===== config.mk =====
export PLATFORM = sky130hd
export DESIGN_NAME = rtc_spi_regif
export DESIGN_NICKNAME = d
export VERILOG_FILES = /design/src/rtl/rtc_spi_pkg.sv /design/src/rtl/rtc_spi_sync.sv /design/src/rtl/rtc_spi_engine.sv /design/src/rtl/rtc_regfile.sv /design/src/rtl/rtc_spi_regif.sv
export SDC_FILE = /design/constraint.sdc
export NUM_CORES = 1
export LEC_CHECK = 0
export ABC_AREA = 1
export BUFFER_PORTS_ARGS = -buffer_cell sky130_fd_sc_hd__buf_2
export CORE_AREA = 2 2 142 144
export DETAILED_ROUTE_END_ITERATION = 8
export DIE_AREA = 0 0 144 146
export PLACE_DENSITY = 0.65
export RECOVER_POWER = 100
export SYNTH_ARGS = -nofsm -noshare
export SYNTH_HDL_FRONTEND = slang
export SYNTH_SLANG_ARGS = --single-unit

===== constraint.sdc =====
create_clock -name clk -period 3.05 [get_ports clk]
set_input_delay 0.1525 -clock clk [delete_from_list [all_inputs] [get_ports clk]]
set_output_delay 0.1525 -clock clk [all_outputs]
set_load 0.005 [all_outputs]

===== src/rtl/rtc_spi_pkg.sv =====
package rtc_spi_pkg;
    localparam int ADDR_W   = 4;
    localparam int DATA_W   = 8;
    localparam int NUM_REGS = 1 << ADDR_W;
    localparam int BIT_CNT_W = $clog2(DATA_W);

    // command low nibble layout
    localparam int CMD_SINGLE_BIT = 3;
    localparam int CMD_READ_BIT   = 2;

    typedef enum logic [1:0] {
        PH_CMD  = 2'd0,
        PH_DATA = 2'd1,
        PH_DONE = 2'd2
    } phase_e;

    typedef struct packed {
        phase_e                 phase;
        logic [BIT_CNT_W-1:0]   bitcnt;
        logic [DATA_W-1:0]      rx;
        logic [DATA_W-1:0]      tx;
        logic [ADDR_W-1:0]      addr;
        logic                   single;
        logic                   rd;
        logic                   sdo;
    } eng_s;
endpackage


===== src/rtl/rtc_spi_sync.sv =====
module rtc_spi_sync #(
    parameter int WIDTH  = 3,
    parameter int STAGES = 2
) (
    input  logic             clk,
    input  logic             rst_n,
    input  logic [WIDTH-1:0] din,
    output logic [WIDTH-1:0] lvl,
    output logic [WIDTH-1:0] rise,
    output logic [WIDTH-1:0] fall
);
    localparam int DEPTH = STAGES + 1;

    logic [DEPTH-1:0][WIDTH-1:0] pipe_d, pipe_q;

    always_comb begin
        pipe_d = {pipe_q[DEPTH-2:0], din};
    end

    always_ff @(posedge clk or negedge rst_n) begin
        if (!rst_n) pipe_q <= '0;
        else        pipe_q <= pipe_d;
    end

    assign lvl  = pipe_q[STAGES-1];
    assign rise = pipe_q[STAGES-1] & ~pipe_q[STAGES];
    assign fall = ~pipe_q[STAGES-1] & pipe_q[STAGES];

    // an edge pulse never lasts two cycles
    a_r2_single_pulse: assert property (@(posedge clk) disable iff (!rst_n)
        (rise != '0) |=> ((rise & $past(rise)) == '0));
endmodule


===== src/rtl/rtc_spi_engine.sv =====
module rtc_spi_engine
    import rtc_spi_pkg::*;
(
    input  logic              clk,
    input  logic              rst_n,
    input  logic              cs_s,
    input  logic              sclk_rise,
    input  logic              sclk_fall,
    input  logic              sdi_s,
    output logic [ADDR_W-1:0] rd_addr,
    input  logic [DATA_W-1:0] rd_data,
    output logic              wr_en,
    output logic [ADDR_W-1:0] wr_addr,
    output logic [DATA_W-1:0] wr_data,
    output logic              sdo
);
    localparam logic [BIT_CNT_W-1:0] LAST_BIT = BIT_CNT_W'(DATA_W - 1);

    eng_s q, d;
    logic [DATA_W-1:0] byte_in;
    logic              byte_done;

    always_comb begin
        d         = q;
        byte_in   = {q.rx[DATA_W-2:0], sdi_s};
        byte_done = sclk_fall && (q.bitcnt == LAST_BIT);
        wr_en     = 1'b0;
        wr_addr   = q.addr;
        wr_data   = byte_in;
        rd_addr   = (q.phase == PH_CMD) ? byte_in[DATA_W-1 -: ADDR_W] : q.addr + 1'b1;

        if (!cs_s) begin
            d.phase  = PH_CMD;
            d.bitcnt = '0;
            d.rx     = '0;
            d.tx     = '0;
            d.sdo    = 1'b0;
        end else begin
            if (sclk_rise) begin
                d.sdo = q.tx[DATA_W-1];
                d.tx  = {q.tx[DATA_W-2:0], 1'b0};
            end
            if (sclk_fall) begin
                d.rx     = byte_in;
                d.bitcnt = q.bitcnt + 1'b1;
                if (byte_done) begin
                    unique case (q.phase)
                        PH_CMD: begin
                            d.addr   = byte_in[DATA_W-1 -: ADDR_W];
                            d.single = byte_in[CMD_SINGLE_BIT];
                            d.rd     = byte_in[CMD_READ_BIT];
                            d.phase  = PH_DATA;
                            d.tx     = byte_in[CMD_READ_BIT] ? rd_data : '0;
                        end
                        PH_DATA: begin
                            wr_en = !q.rd;
                            if (q.single) begin
                                d.phase = PH_DONE;
                                d.tx    = '0;
                            end else begin
                                d.addr = q.addr + 1'b1;
                                d.tx   = q.rd ? rd_data : '0;
                            end
                        end
                        default: ;
                    endcase
                end
            end
        end
    end

    always_ff @(posedge clk or negedge rst_n) begin
        if (!rst_n) q <= '0;
        else        q <= d;
    end

    assign sdo = q.sdo;

    a_r9_sdo_quiet: assert property (@(posedge clk) disable iff (!rst_n)
        !cs_s |=> !sdo);
    a_r3_single_once: assert property (@(posedge clk) disable iff (!rst_n)
        (q.phase == PH_DONE) |-> !wr_en);
    a_r7_count_holds: assert property (@(posedge clk) disable iff (!rst_n)
        (cs_s && !sclk_fall) |=> $stable(q.bitcnt));
    a_r5_addr_step: assert property (@(posedge clk) disable iff (!rst_n)
        (cs_s && byte_done && q.phase == PH_DATA && !q.single)
        |=> (q.addr == $past(q.addr) + 1'b1));
endmodule


===== src/rtl/rtc_regfile.sv =====
module rtc_regfile
    import rtc_spi_pkg::*;
#(
    parameter int                HOLE_ADDR = 13,
    parameter int                FLAG_ADDR = 15,
    parameter logic [DATA_W-1:0] FLAG_RST  = 8'h10
) (
    input  logic              clk,
    input  logic              rst_n,
    input  logic              host_we,
    input  logic [ADDR_W-1:0] host_addr,
    input  logic [DATA_W-1:0] host_wdata,
    output logic [DATA_W-1:0] host_rdata,
    input  logic              spi_we,
    input  logic [ADDR_W-1:0] spi_waddr,
    input  logic [DATA_W-1:0] spi_wdata,
    input  logic [ADDR_W-1:0] spi_raddr,
    output logic [DATA_W-1:0] spi_rdata
);
    logic [DATA_W-1:0] regs_d [NUM_REGS];
    logic [DATA_W-1:0] regs_q [NUM_REGS];

    always_comb begin
        for (int i = 0; i < NUM_REGS; i++) begin
            regs_d[i] = regs_q[i];
            if (i != HOLE_ADDR) begin
                if (host_we && host_addr == ADDR_W'(i))
                    regs_d[i] = host_wdata;
                else if (spi_we && spi_waddr == ADDR_W'(i))
                    regs_d[i] = spi_wdata;
            end
        end
    end

    generate
        for (genvar g = 0; g < NUM_REGS; g++) begin : g_reg
            localparam logic [DATA_W-1:0] RST_VAL = (g == FLAG_ADDR) ? FLAG_RST : '0;
            always_ff @(posedge clk or negedge rst_n) begin
                if (!rst_n) regs_q[g] <= RST_VAL;
                else        regs_q[g] <= regs_d[g];
            end
        end
    endgenerate

    assign host_rdata = regs_q[host_addr];
    assign spi_rdata  = regs_q[spi_raddr];

    a_r8_hole_empty: assert property (@(posedge clk) disable iff (!rst_n)
        regs_q[HOLE_ADDR] == '0);
    a_r3_spi_store: assert property (@(posedge clk) disable iff (!rst_n)
        (spi_we && spi_waddr != ADDR_W'(HOLE_ADDR) && !(host_we && host_addr == spi_waddr))
        |=> (regs_q[$past(spi_waddr)] == $past(spi_wdata)));
    a_r10_host_store: assert property (@(posedge clk) disable iff (!rst_n)
        (host_we && host_addr != ADDR_W'(HOLE_ADDR))
        |=> (regs_q[$past(host_addr)] == $past(host_wdata)));
endmodule


===== src/rtl/rtc_spi_regif.sv =====
module rtc_spi_regif
    import rtc_spi_pkg::*;
(
    input  logic              clk,
    input  logic              rst_n,
    input  logic              cs,
    input  logic              sclk,
    input  logic              sdi,
    output logic              sdo,
    input  logic              host_we,
    input  logic [ADDR_W-1:0] host_addr,
    input  logic [DATA_W-1:0] host_wdata,
    output logic [DATA_W-1:0] host_rdata
);
    localparam int SYNC_W = 3;

    logic [SYNC_W-1:0] lvl, rise, fall;
    logic [ADDR_W-1:0] rd_addr, wr_addr;
    logic [DATA_W-1:0] rd_data, wr_data;
    logic              wr_en;

    rtc_spi_sync #(.WIDTH(SYNC_W), .STAGES(2)) i_sync (
        .clk   (clk),
        .rst_n (rst_n),
        .din   ({cs, sclk, sdi}),
        .lvl   (lvl),
        .rise  (rise),
        .fall  (fall)
    );

    rtc_spi_engine i_engine (
        .clk       (clk),
        .rst_n     (rst_n),
        .cs_s      (lvl[2]),
        .sclk_rise (rise[1]),
        .sclk_fall (fall[1]),
        .sdi_s     (lvl[0]),
        .rd_addr   (rd_addr),
        .rd_data   (rd_data),
        .wr_en     (wr_en),
        .wr_addr   (wr_addr),
        .wr_data   (wr_data),
        .sdo       (sdo)
    );

    rtc_regfile i_regs (
        .clk        (clk),
        .rst_n      (rst_n),
        .host_we    (host_we),
        .host_addr  (host_addr),
        .host_wdata (host_wdata),
        .host_rdata (host_rdata),
        .spi_we     (wr_en),
        .spi_waddr  (wr_addr),
        .spi_wdata  (wr_data),
        .spi_raddr  (rd_addr),
        .spi_rdata  (rd_data)
    );
endmodule


; Word-level counts from Yosys, hierarchy flattened
; Index checks and enable logic that the tools add are counted.
[op_classes]
bitwise_logic = 6
mux = 56
magnitude_cmp = 2
addsub = 2
n_reduce_logical = 54
n_eq_ne = 36
[ops]
columns = operator, count
row1 = 2-to-1 mux 8 bit, 38
row2 = binary-select mux 8 bit (select 4 bit), 2
row3 = "equality test 4 bit, second input constant", 14
row4 = "equality test 4 x 3 -> 1 bit, second input constant", 8
row5 = nonzero test 2 bit, 16
row6 = logical AND 1 bit, 31
row7 = 2-to-1 mux 27 bit, 1
row8 = one-hot mux 12 bit (2 select lines), 1
row9 = 2-to-1 mux 21 bit, 1
row10 = "equality test 4 x 2 -> 1 bit, second input constant", 4
row11 = 2-to-1 mux 14 bit, 1
row12 = ">= comparator 5 bit, second input constant", 2
row13 = NOT 4 -> 5 bit, 2
row14 = "equality test 4 x 1 -> 1 bit, second input constant", 2
row15 = logical NOT 4 bit, 2
row16 = 2-to-1 mux 4 bit, 2
row17 = AND reduction 4 bit, 2
row18 = 2-to-1 mux 1 bit, 6
row19 = 2-to-1 mux 2 bit, 3
row20 = AND reduction 5 bit, 1
row21 = "adder 4 x 1 -> 4 bit, second input constant", 1
row22 = AND 2 bit, 2
row23 = "!= test 2 x 1 -> 1 bit, second input constant", 2
row24 = "!= test 2 bit, second input constant", 2
row25 = other kinds (9), 10
[word_totals]
output_inout_bits = 9
register_bits = 155
word_cells = 182
in_bits = 18

; Logic depth before layout (Yosys ltp)
[logic_depth]
ltp_word = 12
ltp_mapped = 11
ltp_nobuf = 11

; By module
; Synthesis repeated with hierarchy kept, for this count alone.
[hier_totals]
cells_unflattened = 1712
area_unflattened_um2 = 10682.7
[by_module_without_submodules]
columns = module, area_each_um2, cells_each, seq_area_each_um2, n_inst
row1 = rtc_regfile, 8685.8, 1460, 3004.1, 1
row2 = rtc_spi_engine, 1704.1, 228, 675.6, 1
row3 = rtc_spi_sync, 292.8, 24, 225.2, 1

; Worst setup path after synthesis
; No wires, ideal clock.
[synth_timing]
path_kind = reg2reg
from = register i_engine.q, in the netlist i_engine.wr_addr[0]
to = register i_engine.q[12] (netlist bit)
period_less_slack_ns = 1.815
stages_incl_launch_ff = 12
setup_time_ns = 0.137
t_arrival_ns = 1.679
slack_ns = 1.235
path_buffers = 1
t_required_ns = 2.913
cell_sequence = dfrtp_1 inv_1 ha_1 inv_1 nand2_1 nand2_2 buf_2 nand3_1 nand3_1 nand3_1 nand3_1 a21oi_1
[synth_lines]
columns = item, line_no
row1 = "start, declared", rtc_spi_engine.sv:19  ; eng_s q, d;
row2 = "start signal, assigned", rtc_spi_engine.sv:73  ; if (!rst_n) q <= '0;
row3 = "start signal, assigned", rtc_spi_engine.sv:74  ; else q <= d;

; Worst setup path in the final report
[layout_timing]
from = register i_sync.pipe_q, in the netlist i_sync.lvl[2]
to = register i_regs.regs_q[122] (netlist bit)
[layout_between]
elab_chain_cells = 3
[layout_lines]
columns = item, line_no
row1 = "start, declared", rtc_spi_sync.sv:14  ; logic [DEPTH-1:0][WIDTH-1:0] pipe_d, pipe_q;
row2 = "start signal, assigned", rtc_spi_sync.sv:22  ; else pipe_q <= pipe_d;
row3 = 2-to-1 mux 1 bit, rtc_spi_engine.sv:32  ; if (!cs_s) begin
row4 = logical AND 1 bit, rtc_regfile.sv:29  ; else if (spi_we && spi_waddr == ADDR_W'(i))
row5 = nonzero test 2 bit (no source line), n/a
row6 = "end signal, assigned by index", rtc_regfile.sv:40  ; else regs_q[g] <= regs_d[g];
row7 = "end, declared", rtc_regfile.sv:21  ; logic [DATA_W-1:0] regs_q [NUM_REGS];
; No other way between the ends.
; A chain may end at the register's enable or synchronous reset.

==> metrics.txt <==
# TYPE chip_impl_metric gauge
chip_impl_metric{name="number_of_global_route_vias_before_repair",unit=""} 9438
chip_impl_metric{name="ys.warnings.count",unit=""} 0
chip_impl_metric{name="drtAntennaViolNets",unit=""} 0
chip_impl_metric{name="worst-path-max-fanout",unit=""} 16
chip_impl_metric{name="clk-insertion-delay-late",unit="ns"} 0.44
chip_impl_metric{name="placeableCoreArea",unit="mm²"} 0.01933
chip_impl_metric{name="timing.critical_path.required",unit="ns"} 3.39
chip_impl_metric{name="synthesis.nets",unit=""} 1338
chip_impl_metric{name="fraction_of_the_core_area_covered_by_cells_at_the_end_of_the_flow",unit="%"} 54.22
chip_impl_metric{name="clock_pin_slew_on_the_worst_setup_and_hold_paths",unit="ns"} 0.07
chip_impl_info{name="failed_checks",value="capacitance limit, slew limit"} 1
chip_impl_info{name="most_frequently_used_flop_master_after_synthesis",value="sky130_fd_sc_hd__dfrtp_1"} 1
chip_impl_info{name="globalRoute.busiestLayer",value="met2"} 1
chip_impl_info{name="rsz0062_at_grt",value="no"} 1
chip_impl_info{name="yosysTopAreaCell",value="sky130_fd_sc_hd__dfrtp_1"} 1
chip_impl_metric{name="synth_enable_flop_cells",unit=""} 0
chip_impl_metric{name="gr-usage-met1",unit="%"} 52.07
chip_impl_metric{name="synth_cells",unit=""} 1314
chip_impl_metric{name="drt_drc_violations_left",unit=""} 0
chip_impl_metric{name="detailedPlacementHpwl",unit="mm"} 26.03
chip_impl_metric{name="clock_power_share",unit="%"} 38.0
chip_impl_info{name="outcome",value="finished with violations"} 1
chip_impl_info{name="end_kind",value="register"} 1
chip_impl_info{name="setup.worst_path.start_class",value="register"} 1
chip_impl_metric{name="vias_per_cell",unit=""} 6.351
chip_impl_metric{name="cap_viol_max_count",unit=""} 1
chip_impl_metric{name="synthesized_area",unit="mm²"} 0.009577
chip_impl_metric{name="combPwrFrac",unit="%"} 17.3
chip_impl_metric{name="holdWs",unit="ns"} 0.1926
chip_impl_info{name="min-delay-path-class",value="in2reg"} 1
chip_impl_info{name="synth_most_common_cell",value="sky130_fd_sc_hd__nand2_1"} 1
chip_impl_metric{name="yosys_reg_bits",unit=""} 154
chip_impl_metric{name="floorplan.die.height",unit="µm"} 146
chip_impl_metric{name="ir_drop",unit="µV"} 403.6
chip_impl_metric{name="pwr-share-seq",unit="%"} 44.7
chip_impl_metric{name="grt_first_pass_wirelength",unit="mm"} 58.23
chip_impl_metric{name="gr-usage-all-layers",unit="%"} 37.43
chip_impl_metric{name="timing.final.crit_share",unit="%"} 84.90
chip_impl_metric{name="postCtsResizedCells",unit=""} 0
chip_impl_info{name="clock_tree.root_cell",value="sky130_fd_sc_hd__clkbuf_16"} 1
chip_impl_metric{name="power.density",unit="mW/mm²"} 573.3
chip_impl_metric{name="timing.critical_path.arrival",unit="ns"} 2.93
chip_impl_metric{name="skew",unit="ns"} 0.009039
chip_impl_metric{name="detailroute.via_count",unit=""} 10060
chip_impl_metric{name="route.final.wire_length",unit="mm"} 38.36
chip_impl_metric{name="finalHoldViolations",unit=""} 0
chip_impl_info{name="synth.top_cells.by_count",value="sky130_fd_sc_hd__nand2_1 (266), sky130_fd_sc_hd__nand3_1 (200), sky130_fd_sc_hd__o21ai_0 (171)"} 1
chip_impl_metric{name="switching_power",unit="mW"} 1.950
chip_impl_metric{name="area.growth.synth_to_final",unit="%"} 9.460
chip_impl_metric{name="io_pins",unit=""} 27
chip_impl_metric{name="shortest_period_the_worst_path_allows",unit="ns"} 2.589
chip_impl_metric{name="dr.pass1.iters",unit=""} 6
chip_impl_info{name="yosys-top-cells-area",value="sky130_fd_sc_hd__dfrtp_1 (40%), sky130_fd_sc_hd__nand3_1 (10%), sky130_fd_sc_hd__nand2_1 (10%), sky130_fd_sc_hd__o21ai_0 (8.9%), sky130_fd_sc_hd__o211ai_1 (7.0%)"} 1
chip_impl_metric{name="overflow",unit=""} 0
chip_impl_metric{name="cellLeakagePower",unit="nW"} 4.761
chip_impl_metric{name="start_util",unit="%"} 49.53
chip_impl_metric{name="slew_viols_final",unit=""} 80
chip_impl_metric{name="place_congestion",unit=""} 1.037
chip_impl_metric{name="drc_marker_count_from_the_first_detailed_route_iteration",unit=""} 1295
chip_impl_metric{name="seq_area_frac_synth",unit="%"} 40.25
chip_impl_metric{name="die_area",unit="mm²"} 0.02102
chip_impl_metric{name="grt_start_max_net_pins",unit=""} 81
chip_impl_metric{name="clock_sinks",unit=""} 154
chip_impl_metric{name="timing.fmax",unit="MHz"} 386.2
chip_impl_metric{name="max-clock-path-buffers",unit=""} 2
chip_impl_metric{name="worst_pin_slew",unit="ns"} 2.224
chip_impl_metric{name="gr-usage-met3",unit="%"} 8.852
chip_impl_metric{name="synth-async-reset-ratio",unit="%"} 100.0
chip_impl_metric{name="synth_area_per_cell",unit="µm²"} 7.288
chip_impl_metric{name="number_of_clock_buffers_inserted_by_tritoncts",unit=""} 17
chip_impl_metric{name="nets",unit=""} 1329
chip_impl_metric{name="final_setup_vio_count",unit=""} 0
chip_impl_metric{name="final_layout_size_suffix_gt1_share",unit="%"} 8.953
chip_impl_metric{name="slew_headroom",unit="%"} -48.28
chip_impl_metric{name="totalNegativeSetupSlack",unit="ns"} 0
chip_impl_metric{name="synth_top_cell_area_share",unit="%"} 39.98
chip_impl_metric{name="x_dimension_of_the_die",unit="µm"} 144
chip_impl_metric{name="synth.distinct_cells",unit=""} 33
chip_impl_metric{name="portBuffers",unit=""} 26
chip_impl_info{name="cts_tree",value="yes"} 1
chip_impl_metric{name="netSwitchingFraction",unit="%"} 32.45
chip_impl_metric{name="floorplan.rows",unit=""} 51
chip_impl_info{name="timing.setup.critical_path_class",value="reg2reg"} 1
chip_impl_metric{name="h-tree-depth",unit=""} 4
chip_impl_metric{name="internal_power",unit="mW"} 4.059
chip_impl_metric{name="detail_route.wl_per_cell",unit="µm"} 24.21
chip_impl_metric{name="grt_antenna_before_repair",unit=""} 0
chip_impl_metric{name="grt_util_met2",unit="%"} 53.81
==> state kept, by name, indices dropped and copies added, names as in the netlist <==
register,count
i_sync.lvl,3
i_sync.pipe_d,3
i_engine.sdo,1
i_engine.q,15
i_sync.pipe_q,1
i_regs.regs_q,120
i_engine.wr_addr,4
i_engine.wr_data,7
==> area by class of cell <==
class | count | area, µm²
flip-flops and latches | 154 | 3855
multi-input cells | 931 | 4763
diodes | 1 | 2.502
clock inverters | 15 | 185.2
fillers | 1953 | 8852
clock buffers | 17 | 425.4
repair buffers | 59 | 386.6
inverters | 142 | 533.0
well taps | 265 | 331.6
==> final timing paths <==
check,start,end,slack [ns],depth (start not counted)
worst max-delay path,i_sync.lvl[2],i_regs.regs_q[122],0.46,6
worst max register to register,i_sync.lvl[2],i_regs.regs_q[122],0.46,6
worst min register to register,i_sync.pipe_d[5],i_sync.lvl[2],0.35,0
max in group asynchronous,rst_n,i_regs.regs_q[4],0.72,3
worst min-delay path,host_wdata[0],i_regs.regs_q[88],0.19,3
min in group asynchronous,rst_n,i_regs.regs_q[103],0.87,2
==> metrics by stage <==
step / area, µm² / instances / power (mW) / worst slack [ns]
after floorplan: 9577 / 1314 / 3.271 / 1.235
after global placement: 9872 / 1547 / 3.705 / 0.7799
after detailed placement: 9872 / 1547 / 3.713 / 0.7631
after CTS: 10520 / 1583 / 5.982 / 0.7148
after global routing: 10480 / 1583 / 6.256 / 0.2665
final: 10480 / 1584 / 6.009 / 0.4606
==> critical path, cell delays in order (launching register included) <==
cell	delay [ns]
sky130_fd_sc_hd__dfrtp_1	0.47
sky130_fd_sc_hd__inv_1	0.29
sky130_fd_sc_hd__nor2_1	0.33
sky130_fd_sc_hd__nand2_4	0.21
sky130_fd_sc_hd__o21ai_1	0.86
sky130_fd_sc_hd__o211ai_1	0.18
sky130_fd_sc_hd__o21ai_0	0.14
==> power by group through the flow <==
stage / Clock, mW / Combinational, mW / Sequential [mW]
floorplan: 0 / 0.691 / 2.58
global placement: 0 / 1.00 / 2.70
detailed placement: 0 / 1.01 / 2.70
CTS: 2.29 / 1.02 / 2.67
global route: 2.39 / 1.16 / 2.71
finish: 2.29 / 1.04 / 2.68
==> layout by cell type (no fill, tap or decap), types with 11 or more instances in the layout <==
cell type                   count
sky130_fd_sc_hd__o21ai_0      174
sky130_fd_sc_hd__buf_4         26
sky130_fd_sc_hd__clkbuf_16     17
sky130_fd_sc_hd__nand2_2       11
sky130_fd_sc_hd__nand2_1      268
sky130_fd_sc_hd__buf_2         19
sky130_fd_sc_hd__nor2_1        55
sky130_fd_sc_hd__o211ai_1      89
sky130_fd_sc_hd__a21oi_1       38
sky130_fd_sc_hd__inv_1        137
sky130_fd_sc_hd__dfrtp_1      153
sky130_fd_sc_hd__nand3_1      200
sky130_fd_sc_hd__o22ai_1       39
==> routing by layer <==
metal | part of all wire (%) | routed length, µm
met5 | 0 | 0
met4 | 5.7 | 2183
met3 | 12 | 4566
met2 | 43 | 16510
met1 | 39 | 15090
==> cell families (layout without fill, tap and decap cells) <==
logic type | after synthesis | in the layout | share of synthesized area [%]
buf+inv | 229 | 233 | 9.773
flops | 154 | 154 | 40.25
compound gates | 374 | 374 | 23.54
fa+ha+maj | 6 | 6 | 0.7839
other cells | 0 | 1 | 0
simple gates | 551 | 551 | 25.65
==> what timing repair did <==
| item | CTS | global route |
|---|---|---|
| hold buffers | 4 | 0 |
| buffers inserted | 0 | 0 |
| endpoints found under the hold margin | 81 | 0 |
Note: power is estimated with default switching activity, not from simulation.
